### src/rtl/mdisp_pkg.sv
`timescale 1ns/1ps
package mdisp_pkg;
  typedef enum logic {PH_SHOW = 1'b0, PH_BLANK = 1'b1} blink_ph_e;
endpackage

### src/rtl/mdisp_timer.sv
`timescale 1ns/1ps
module mdisp_timer #(
  parameter int NDIG    = 5,
  parameter int MSD_LEN = 201,
  parameter int DIG_LEN = 200,
  parameter int STB_POS = 100,
  localparam int CW = $clog2(MSD_LEN + 1),
  localparam int SW = $clog2(NDIG)
) (
  input  logic          clk,
  input  logic          rst_n,
  input  logic          load_i,
  output logic          active_o,
  output logic [SW-1:0] slot_o,
  output logic [CW-1:0] cnt_o,
  output logic          stb_o
);
  localparam logic [SW-1:0] TOP_SLOT = SW'(NDIG - 1);
  localparam logic [CW-1:0] MSD_LAST = CW'(MSD_LEN - 1);
  localparam logic [CW-1:0] DIG_LAST = CW'(DIG_LEN - 1);
  localparam logic [CW-1:0] STB_AT   = CW'(STB_POS);

  logic          active_q, strobing_q;
  logic [SW-1:0] slot_q;
  logic [CW-1:0] cnt_q;
  logic [CW-1:0] last;

  assign last = (slot_q == TOP_SLOT) ? MSD_LAST : DIG_LAST;

  always_ff @(posedge clk) begin
    if (!rst_n) begin
      active_q   <= 1'b0;
      strobing_q <= 1'b0;
      slot_q     <= '0;
      cnt_q      <= '0;
    end else if (load_i) begin
      active_q   <= 1'b1;
      strobing_q <= 1'b1;
      slot_q     <= TOP_SLOT;
      cnt_q      <= '0;
    end else if (active_q) begin
      if (cnt_q == last) begin
        cnt_q <= '0;
        if (slot_q == '0) begin
          slot_q     <= TOP_SLOT;
          strobing_q <= 1'b0;
        end else begin
          slot_q <= slot_q - 1'b1;
        end
      end else begin
        cnt_q <= cnt_q + 1'b1;
      end
    end
  end

  assign active_o = active_q;
  assign slot_o   = slot_q;
  assign cnt_o    = cnt_q;
  assign stb_o    = active_q & strobing_q & (cnt_q == STB_AT);
endmodule

### src/rtl/mdisp_blink.sv
`timescale 1ns/1ps
module mdisp_blink
  import mdisp_pkg::*;
#(
  parameter int BLINK_CYC = 2000,
  localparam int BW = $clog2(BLINK_CYC)
) (
  input  logic clk,
  input  logic rst_n,
  input  logic load_i,
  input  logic ovr_i,
  input  logic active_i,
  output logic blank_o
);
  localparam logic [BW-1:0] B_LAST = BW'(BLINK_CYC - 1);

  logic [BW-1:0] bcnt_q;
  blink_ph_e     ph_q;
  logic          ovr_q;

  always_ff @(posedge clk) begin
    if (!rst_n) begin
      bcnt_q <= '0;
      ph_q   <= PH_SHOW;
      ovr_q  <= 1'b0;
    end else if (load_i) begin
      bcnt_q <= '0;
      ph_q   <= PH_SHOW;
      ovr_q  <= ovr_i;
    end else if (active_i) begin
      if (bcnt_q == B_LAST) begin
        bcnt_q <= '0;
        ph_q   <= (ph_q == PH_SHOW) ? PH_BLANK : PH_SHOW;
      end else begin
        bcnt_q <= bcnt_q + 1'b1;
      end
    end
  end

  assign blank_o = ovr_q & (ph_q == PH_BLANK);
endmodule

### src/rtl/mdisp_mux.sv
`timescale 1ns/1ps
module mdisp_mux #(
  parameter int NDIG = 5,
  parameter int DW   = 4,
  localparam int SW  = $clog2(NDIG)
) (
  input  logic               clk,
  input  logic               rst_n,
  input  logic               load_i,
  input  logic [NDIG*DW-1:0] digits_i,
  input  logic               active_i,
  input  logic               blank_i,
  input  logic [SW-1:0]      slot_i,
  output logic [DW-1:0]      bcd_o,
  output logic [NDIG-1:0]    dig_o
);
  logic [NDIG-1:0][DW-1:0] data_q;

  always_ff @(posedge clk) begin
    if (!rst_n) begin
      data_q <= '0;
    end else if (load_i) begin
      for (int i = 0; i < NDIG; i++) data_q[i] <= digits_i[i*DW +: DW];
    end
  end

  assign bcd_o = active_i ? data_q[slot_i] : '0;
  assign dig_o = (active_i && !blank_i) ? (NDIG'(1) << slot_i) : '0;
endmodule

### src/rtl/mdisp_scan.sv
`timescale 1ns/1ps
module mdisp_scan #(
  parameter int NDIG      = 5,
  parameter int DW        = 4,
  parameter int MSD_LEN   = 201,
  parameter int DIG_LEN   = 200,
  parameter int STB_POS   = 100,
  parameter int BLINK_CYC = 2000
) (
  input  logic               clk,
  input  logic               rst_n,
  input  logic               cycle_end_i,
  input  logic [NDIG*DW-1:0] digits_i,
  input  logic               ovr_i,
  output logic [DW-1:0]      bcd_o,
  output logic [NDIG-1:0]    dig_o,
  output logic               strobe_n_o
);
  localparam int CW = $clog2(MSD_LEN + 1);
  localparam int SW = $clog2(NDIG);

  logic          active;
  logic [SW-1:0] slot_q;
  logic [CW-1:0] cnt_q;
  logic          stb;
  logic          blank;

  mdisp_timer #(
    .NDIG(NDIG), .MSD_LEN(MSD_LEN), .DIG_LEN(DIG_LEN), .STB_POS(STB_POS)
  ) u_timer (
    .clk(clk), .rst_n(rst_n), .load_i(cycle_end_i),
    .active_o(active), .slot_o(slot_q), .cnt_o(cnt_q), .stb_o(stb)
  );

  mdisp_blink #(.BLINK_CYC(BLINK_CYC)) u_blink (
    .clk(clk), .rst_n(rst_n), .load_i(cycle_end_i), .ovr_i(ovr_i),
    .active_i(active), .blank_o(blank)
  );

  mdisp_mux #(.NDIG(NDIG), .DW(DW)) u_mux (
    .clk(clk), .rst_n(rst_n), .load_i(cycle_end_i), .digits_i(digits_i),
    .active_i(active), .blank_i(blank), .slot_i(slot_q),
    .bcd_o(bcd_o), .dig_o(dig_o)
  );

  // Strobe shows only in the low half of the cycle, after the decode has settled.
  assign strobe_n_o = ~(stb & ~clk);
endmodule

### config.mk
export PLATFORM = sky130hd
export DESIGN_NAME = mdisp_scan
export DESIGN_NICKNAME = d
export VERILOG_FILES = /design/src/rtl/mdisp_pkg.sv /design/src/rtl/mdisp_timer.sv /design/src/rtl/mdisp_blink.sv /design/src/rtl/mdisp_mux.sv /design/src/rtl/mdisp_scan.sv
export SDC_FILE = /design/constraint.sdc
export NUM_CORES = 1
export LEC_CHECK = 0
export ABC_AREA = 1
export BUFFER_PORTS_ARGS = -buffer_cell sky130_fd_sc_hd__buf_4
export CORE_ASPECT_RATIO = 0.7
export CORE_MARGIN = 5
export CORE_UTILIZATION = 33
export CTS_CLUSTER_DIAMETER = 30
export DETAILED_ROUTE_END_ITERATION = 8
export HOLD_SLACK_MARGIN = 0.15
export PLACE_DENSITY = 0.53
export RECOVER_POWER = 25
export SLEW_MARGIN = 25
export SYNTH_ARGS = -nofsm -noshare
export SYNTH_HDL_FRONTEND = slang
export SYNTH_SLANG_ARGS = --single-unit
### constraint.sdc
create_clock -name clk -period 1.7 [get_ports clk]
set_clock_uncertainty 0.1 [all_clocks]
set_input_delay 0.34 -clock clk [delete_from_list [all_inputs] [get_ports clk]]
set_output_delay 0.34 -clock clk [all_outputs]
set_load 0.02 [all_outputs]
# Word-level counts from Yosys, hierarchy flattened
# Index checks and enable logic that the tools add are counted.
op_classes:
  n_eq_ne: 4
  mux: 16
  n_reduce_logical: 11
  addsub: 3
  magnitude_cmp: 1
  n_shift: 1
  bitwise_logic: 7
op_table:
  columns: ["operator", "count"]
  rows:
  - ["4-bit binary-select mux with 3-bit select", 1]
  - ["3-bit 2-to-1 mux", 4]
  - ["4-bit 2-to-1 mux", 3]
  - ["11-bit by 1-bit adder with 11-bit output, second input constant", 1]
  - ["11-bit equality test, second input constant", 1]
  - ["11-bit 2-to-1 mux", 1]
  - ["8-bit by 1-bit adder with 8-bit output, second input constant", 1]
  - ["8-bit by 7-bit equality test with 1-bit output, second input constant", 1]
  - ["8-bit equality test", 1]
  - ["8-bit 2-to-1 mux", 1]
  - ["2-bit AND reduction", 3]
  - ["2-bit nonzero test", 3]
  - ["1-bit 2-to-1 mux", 5]
  - ["5-bit 2-to-1 mux", 1]
  - ["1-bit by 3-bit << shifter with 5-bit output, first input constant", 1]
  - ["1-bit AND", 4]
  - ["3-bit by 4-bit less-than comparator with 1-bit output, second input constant", 1]
  - ["3-bit equality test, second input constant", 1]
  - ["3-bit zero test", 1]
  - ["1-bit inverter", 3]
  - ["3-bit AND reduction", 1]
  - ["3-bit by 1-bit subtractor with 3-bit output, second input constant", 1]
  - ["2-bit OR reduction", 1]
  - ["1-bit logical AND", 1]
  - ["1-bit zero test", 1]
totals:
  in_bits: 24
  reg_bits: 46
  out_inout_bits: 10
  wordCells: 56

# Depth between registers and ports, before layout
# Gate-level depths: netlist of the first run.
depth:
  ltp_word: 6
  depth_mapped: 8
  mapped_depth_nobuf: 8

# Cells and area by module
# A second synthesis of the first run with hierarchy kept.
unflattened:
  cells_unflattened: 354
  hier_area_um2: 2416.1
modules_own_cells:
  columns: ["mod", "instances", "area_each_um2", "seq_area_each_um2", "cells_each"]
  rows:
  - ["mdisp_mux", 1, 967.2, 400.4, 150]
  - ["mdisp_timer", 1, 752.0, 260.2, 103]
  - ["mdisp_blink", 1, 689.4, 260.2, 99]
  - ["mdisp_scan", 1, 7.5, 0.0, 2]

==> results of run 1 <==
==> routing by layer <==
layer	global-route usage, %	vias up	part of all wire [%]
li1	-	1088	-
met1	20.1	944	54
met2	17.9	34	40
met3	3.86	8	4.2
met4	6.60	0	1.3
met5	0	-	0
==> power breakdown <==
part,leakage (nW),switching [W],internal (W)
Clock,0.0804,0.000403,0.000548
Combinational,0.840,0.000145,0.000144
Sequential,0.382,0.0000304,0.00112
==> worst max-delay path: stages, from the launching register on <==
cell     delay, ps
dfxtp_2        340
buf_6          120
nor2_4         220
nand2_4         80
inv_2          100
nand2_1         70
a21oi_2        170
buf_6          140
==> per-stage QoR <==
step                worst slack (ps)  power, W  instances  hold WS [ps]  utilization [%]
finish                          -368   0.00239        448           168             49.8
global route                    -469   0.00251        448           169             49.8
CTS                             -350   0.00241        443           163             48.2
detailed placement              7.94   0.00141        409           352             40.9
global placement                6.87   0.00141        409           351             40.9
floorplan                       26.1   0.00130        290           334                -
==> cell usage in the layout (no fill, tap or decap), drive strengths merged <==
| master | instances |
|---|---|
| a22oi | 8 |
| nand4 | 2 |
| clkbuf | 8 |
| bufinv | 1 |
| nor3b | 2 |
| nand3 | 10 |
| nand2 | 52 |
| xor2 | 9 |
| inv | 24 |
| clkinv | 2 |
| a21oi | 13 |
| o21ai | 25 |
| xnor2 | 1 |
| dfxtp | 46 |
| a211oi | 3 |
| nor3 | 3 |
| nor2 | 80 |
| buf | 55 |
| dlygate4sd3 | 21 |
| nor4 | 2 |
| ha | 3 |
==> cell families (layout without fill, tap and decap cells) <==
kind of cell	after synthesis	after routing	share of synthesized area (%)
buf+inv	31	111	5.71
compound gates	49	49	13.1
simple gates	151	151	32.0
xor+xnor	10	10	4.12
flops	46	46	43.3
fa+ha+maj	3	3	1.77
==> cell type report <==
type | count | area [µm²]
fillers | 619 | 3140
repair buffers | 76 | 649
well taps | 78 | 97.6
multi-input cells | 213 | 1190
clock buffers | 8 | 104
clock inverters | 3 | 40.0
inverters | 24 | 95.1
flip-flops and latches | 46 | 936
==> state kept, by name, summed over array words and instances, names as in the netlist <==
name / cells
u_timer.active_o: 1
u_blink.ph_q: 1
u_mux.data_q: 20
u_timer.cnt_o: 8
u_timer.slot_o: 3
u_blink.bcnt_q: 11
u_blink.ovr_q: 1
u_timer.strobing_q: 1
==> worst max-delay path by stage <==
| stage | start | to | slack (ps) | cells after the start |
|---|---|---|---|---|
| after detailed placement | u_timer.slot_o[0]$_SDFFE_PP0P_ | bcd_o[3] | 8 | 7 |
| after global placement | u_timer.slot_o[1]$_SDFFE_PP0P_ | bcd_o[1] | 7 | 8 |
| after CTS | u_timer.slot_o[0]$_SDFFE_PP0P_ | bcd_o[3] | -350 | 7 |
| after floorplan | u_timer.active_o$_SDFFE_PN0P_ | dig_o[1] | 30 | 5 |
| final | u_timer.slot_o[0]$_SDFFE_PP0P_ | bcd_o[1] | -370 | 7 |
| after global routing | u_timer.slot_o[0]$_SDFFE_PP0P_ | bcd_o[0] | -470 | 7 |
==> timing repair <==
action,CTS,global route
buffers inserted,3,6
gates resized for setup,30,18
endpoints found under the hold margin,21,0
pin swaps,9,6
hold buffers,21,0
cloned,0,0
setup endpoints to repair,12,14
==> impl_metrics.py, run 1 <==
metrics = {
    "synthesis": {
        "synth_area_leaders": "dfxtp_1 (43%), nor2_1 (13%), nand2_1 (8.3%)",
        "synthCells": 290,
        "synth_warnings": 0,
        "synth_most_common_cell": "nor2_1",
        "synth_nets": 317,
        "synth_async_sr_flop_share_pct": 0,
        "synth.avg_cell_area_um2": 7.33,
        "synth_common_cells": "nor2_1 (76), nand2_1 (47), dfxtp_1 (46), o21ai_0 (25), inv_1 (22)",
        "synth.top_cell.area_share_pct": 43.3,
        "yosysSeqAreaShare_pct": 43.3,
        "synth_ff_type": "dfxtp_1",
        "synth_top_area_cell": "dfxtp_1",
        "synth-seq-cells": 46,
        "syn_area_mm2": 0.00213,
        "synth_cell_types": 28,
        "synth-edff-count": 0,
    },
    "route": {
        "postRouteAntennaNets": 0,
        "drt_iter0_drc": 115,
        "routed_wl_mm": 5.49,
        "wire_per_inst_um": 12.3,
        "drt-pass1-iter-count": 4,
        "vias": 2074,
        "vias_per_cell": 4.63,
        "drcViolationCount": 0,
    },
    "setup_path": {
        "worst-r2r-setup-slack_ps": 90,
        "critPathCaptureType": "output pin",
        "reg2reg_depth": 8,
        "worst_setup_path_start_kind": "flip-flop",
        "r2r-end": "u_timer.strobing_q$_SDFFE_PN0P_",
        "cp.arrival_ps": 1630,
        "critPathKind": "reg2out",
        "critPathMaxFanout": 6,
        "cp.required_ps": 1260,
        "r2r_start": "u_timer.slot_o[0]$_SDFFE_PP0P_",
    },
    "global_route": {
        "antenna_found_initial": 0,
        "grt_max_degree": 24,
        "grt_remaining_overflow": 0,
        "grt_pass1_vias": 1908,
        "gr-usage-all-layers_pct": 13.7,
        "grt_pass1_wl_mm": 8.94,
    },
    "power": {
        "power.leakage_nw": 1.30,
        "ir_drop_mv": 0.348,
        "power_density_mw_per_mm2": 768,
    },
    "hold_path": {
        "holdPathStages": 3,
        "min-delay-start": "rst_n",
        "hp-class": "in2reg",
        "hold-path-endpoint": "u_timer.active_o$_SDFFE_PN0P_",
    },
    "timing": {
        "min_period_over_period_pct": 122,
        "worst_pin_slew_ps": 662,
        "timing.fmax_mhz": 483,
        "slew_viol_final": 0,
        "fin_ws_ps": -368,
        "post-route-min-period_ps": 2070,
        "finalHoldViolations": 0,
        "setup_viol_count_final": 11,
        "tns_ps": -2310,
        "rsz0062_at_grt": "yes",
        "relSlewSlack_pct": 55.8,
    },
    "run_status": {
        "status": "finished with violations",
        "violations": "setup timing",
    },
    "die": {
        "die_area_mm2": 0.00817,
        "rows": 24,
        "die_h_um": 77.2,
        "initial_core_util_pct": 34.0,
        "core_mm2": 0.00625,
        "io-pin-count": 34,
        "die_x_um": 106,
    },
    "clock_tree": {
        "cts_tree": "done",
        "clkLatencyLatePin_ps": 400,
        "clkTransAtPathRegs_ps": 90,
    },
    "layout": {
        "fin_nets": 396,
        "antenna_cells": 0,
        "area_delta_synth_final_pct": 46.3,
        "fin_area_mm2": 0.00311,
        "drive_above_1_share_pct": 29.7,
    },
    "place": {
        "hpwl_mm": 3.90,
        "placed_cell_area_mm2": 0.00255,
        "port_buffers": 33,
        "globalplace.congestion": 0.783,
    },
    "run": {
        "drv_cap": 0,
    },
}
(Power assumes the default switching activity.)
==> run 2: changes to the inputs <==
--- a/config.mk
+++ b/config.mk
@@ -14,2 +14,3 @@
 export DETAILED_ROUTE_END_ITERATION = 8
+export GPL_ROUTABILITY_DRIVEN = 0
 export HOLD_SLACK_MARGIN = 0.15
==> constraint.sdc (replaced) <==
create_clock -name clk -period 1.7 [get_ports clk]
set_clock_uncertainty 0.1 [all_clocks]
set_input_delay 0.255 -clock clk [delete_from_list [all_inputs] [get_ports clk]]
set_output_delay 0.255 -clock clk [all_outputs]
set_load 0.02 [all_outputs]
==> run 2 against run 1 <==
Net effect:
- the run still ends with setup timing left
- cell count decreased by 1.3%
- global-route usage increased by 1.0 points
- maximum frequency increased by 6.2%
- total power increased by 1.2%
- critical path depth unchanged
- flip-flop and latch count unchanged
- via count decreased by 0.34%
==> impl_metrics.py, run 2 (synthesized netlist as in run 1, its figures left out) <==
metrics = {
    "run_status": {
        "status": "finished with violations",
        "violations": "setup timing",
    },
    "power": {
        "p_switching_w": 0.000601,
        "power_density_mw_per_mm2": 788,
        "total_power_w": 0.00242,
        "power.internal_w": 0.00182,
        "power_switching_share_pct": 24.9,
        "pwr-share-comb_pct": 12.2,
        "p_clk_share_pct": 40.4,
        "ir_drop_mv": 0.366,
        "power.leakage_nw": 1.27,
        "power_frac_seq_pct": 47.4,
    },
    "timing": {
        "worst_pin_slew_ps": 709,
        "setup_viol_count_final": 10,
        "relSlewSlack_pct": 52.7,
        "tns_ps": -1280,
        "slew_viol_final": 0,
        "fin_ws_ps": -247,
        "timing.fmax_mhz": 514,
        "worst_hold_slack_ps": 352,
        "finalHoldViolations": 0,
        "post-route-min-period_ps": 1950,
        "rsz0062_at_grt": "yes",
        "min_period_over_period_pct": 115,
    },
    "setup_path": {
        "cp.arrival_ps": 1590,
        "slowest_stage": "dfxtp_4",
        "slowest_delay_ps": 410,
        "cp.required_ps": 1340,
        "critPathMaxFanout": 5,
        "critPathCaptureType": "output pin",
        "worst-r2r-setup-slack_ps": 80,
        "worst_setup_path_start_kind": "flip-flop",
        "reg2reg_depth": 8,
        "critPathKind": "reg2out",
        "crit_top_cell": "nand2_1",
        "r2r_start": "u_timer.slot_o[1]$_SDFFE_PP0P_",
        "crit_chain": "nand2_1, inv_2, a22oi_1, nand2_1, nand2_1, a21oi_2, buf_6",
        "r2r-end": "u_timer.strobing_q$_SDFFE_PN0P_",
    },
    "route": {
        "vias_per_cell": 4.68,
        "routed_wl_mm": 5.62,
        "drt-pass1-iter-count": 4,
        "drcViolationCount": 0,
        "postRouteAntennaNets": 0,
        "drt_iter0_drc": 52,
        "vias": 2067,
        "wire_per_inst_um": 12.7,
    },
    "global_route": {
        "grt_max_degree": 25,
        "grt_pass1_wl_mm": 9.59,
        "grt_pass1_vias": 2016,
        "antenna_found_initial": 0,
        "grt_remaining_overflow": 0,
        "gr-usage-all-layers_pct": 14.7,
    },
    "layout": {
        "regMostFlops": "u_mux.data_q",
        "antenna_cells": 0,
        "area_delta_synth_final_pct": 44.4,
        "largest_reg_flops": 20,
        "layout_commonest_cell": "nor2_1",
        "fin_nets": 390,
        "layout_common_cells": "nor2_1 (70), buf_4 (43), nand2_1 (42), dfxtp_1 (38), o21ai_0 (25)",
        "postLayoutCoreUtil_pct": 49.1,
        "drive_above_1_share_pct": 29.7,
    },
    "hold_path": {
        "hp-class": "in2reg",
        "holdPathStages": 3,
        "hold-path-endpoint": "u_timer.slot_o[2]$_SDFFE_PN0P_",
        "min-delay-start": "cycle_end_i",
    },
    "place": {
        "port_buffers": 33,
        "preCtsSetupSlack_ps": 10.7,
        "hpwl_mm": 3.83,
    },
    "clock_tree": {
        "clkTransAtPathRegs_ps": 90,
        "clkLatencyLatePin_ps": 410,
        "cts_tree": "done",
    },
    "die": {
        "io-pin-count": 34,
        "initial_core_util_pct": 34.0,
        "rows": 24,
        "core_mm2": 0.00625,
        "die_x_um": 106,
        "die_area_mm2": 0.00817,
        "die_h_um": 77.2,
    },
    "run": {
        "drv_cap": 0,
    },
}
[run 2: cell count changes in the layout (fill, tap and decap cells not counted), sizes merged]
cell	delta
dlygate4sd3	+1
buf	-7
inv	+1
clkinv	-1
[run 2: critical path: cells and delay by family (launching register included)]
| family | cells | cell delay (ps) |
|---|---|---|
| compound gates | 2 | 260 |
| buf+inv | 2 | 260 |
| flops | 1 | 410 |
| simple gates | 3 | 250 |
[run 2: routing by layer]
metal / routed length, µm / up-vias / track usage (%)
li1: - / 1081 / -
met1: 2940 / 940 / 21.2
met2: 2330 / 37 / 20.4
met3: 277 / 9 / 4.03
met4: 70 / 0 / 5.95
met5: 0 / - / 0
[run 2: timing repair]
item                                    in CTS  in global routing
hold buffers                                22                  0
buffers inserted                             5                  5
endpoints found under the setup margin      12                 13
pin swaps                                   10                  5
gates resized for setup                     32                 20
endpoints found under the hold margin       24                  0
[run 2: worst max path at each step]
| stage | start | endpoint | slack (ps) | cells past startpoint |
|---|---|---|---|---|
| after global placement | u_timer.slot_o[0]$_SDFFE_PP0P_ | bcd_o[1] | 30 | 7 |
| after detailed placement | u_timer.slot_o[1]$_SDFFE_PP0P_ | bcd_o[1] | 10 | 7 |
| after floorplan | u_timer.active_o$_SDFFE_PN0P_ | dig_o[1] | 110 | 5 |
| after CTS | u_timer.slot_o[1]$_SDFFE_PP0P_ | bcd_o[1] | -220 | 6 |
| final | u_timer.slot_o[0]$_SDFFE_PP0P_ | bcd_o[1] | -250 | 7 |
| after global routing | u_timer.slot_o[1]$_SDFFE_PP0P_ | bcd_o[1] | -330 | 6 |
[run 2: area by class of cell]
type	count	area (µm²)
clock buffer	8	104
clock inverter	3	43.8
fill	635	3180
inverter	24	97.6
multi-input combinational	213	1190
sequential	46	941
tap	78	97.6
timing repair buffer	70	597
[run 2: power by group through the flow]
stage	Combinational, W	Sequential [W]	Clock (W)
3_5_place_dp	0.000220	0.00117	0.00000923
5_1_grt	0.000329	0.00115	0.00106
3_3_place_gp	0.000219	0.00117	0.00000923
2_1_floorplan	0.000131	0.00116	0.00000923
6_report	0.000296	0.00115	0.000976
4_1_cts	0.000279	0.00115	0.000997
[run 2: metrics by stage]
stage,instance area [µm²],cells
detailed placement,2480,400
global placement,2480,400
floorplan,2130,290
global route,3070,442
finish,3070,442
CTS,2970,437
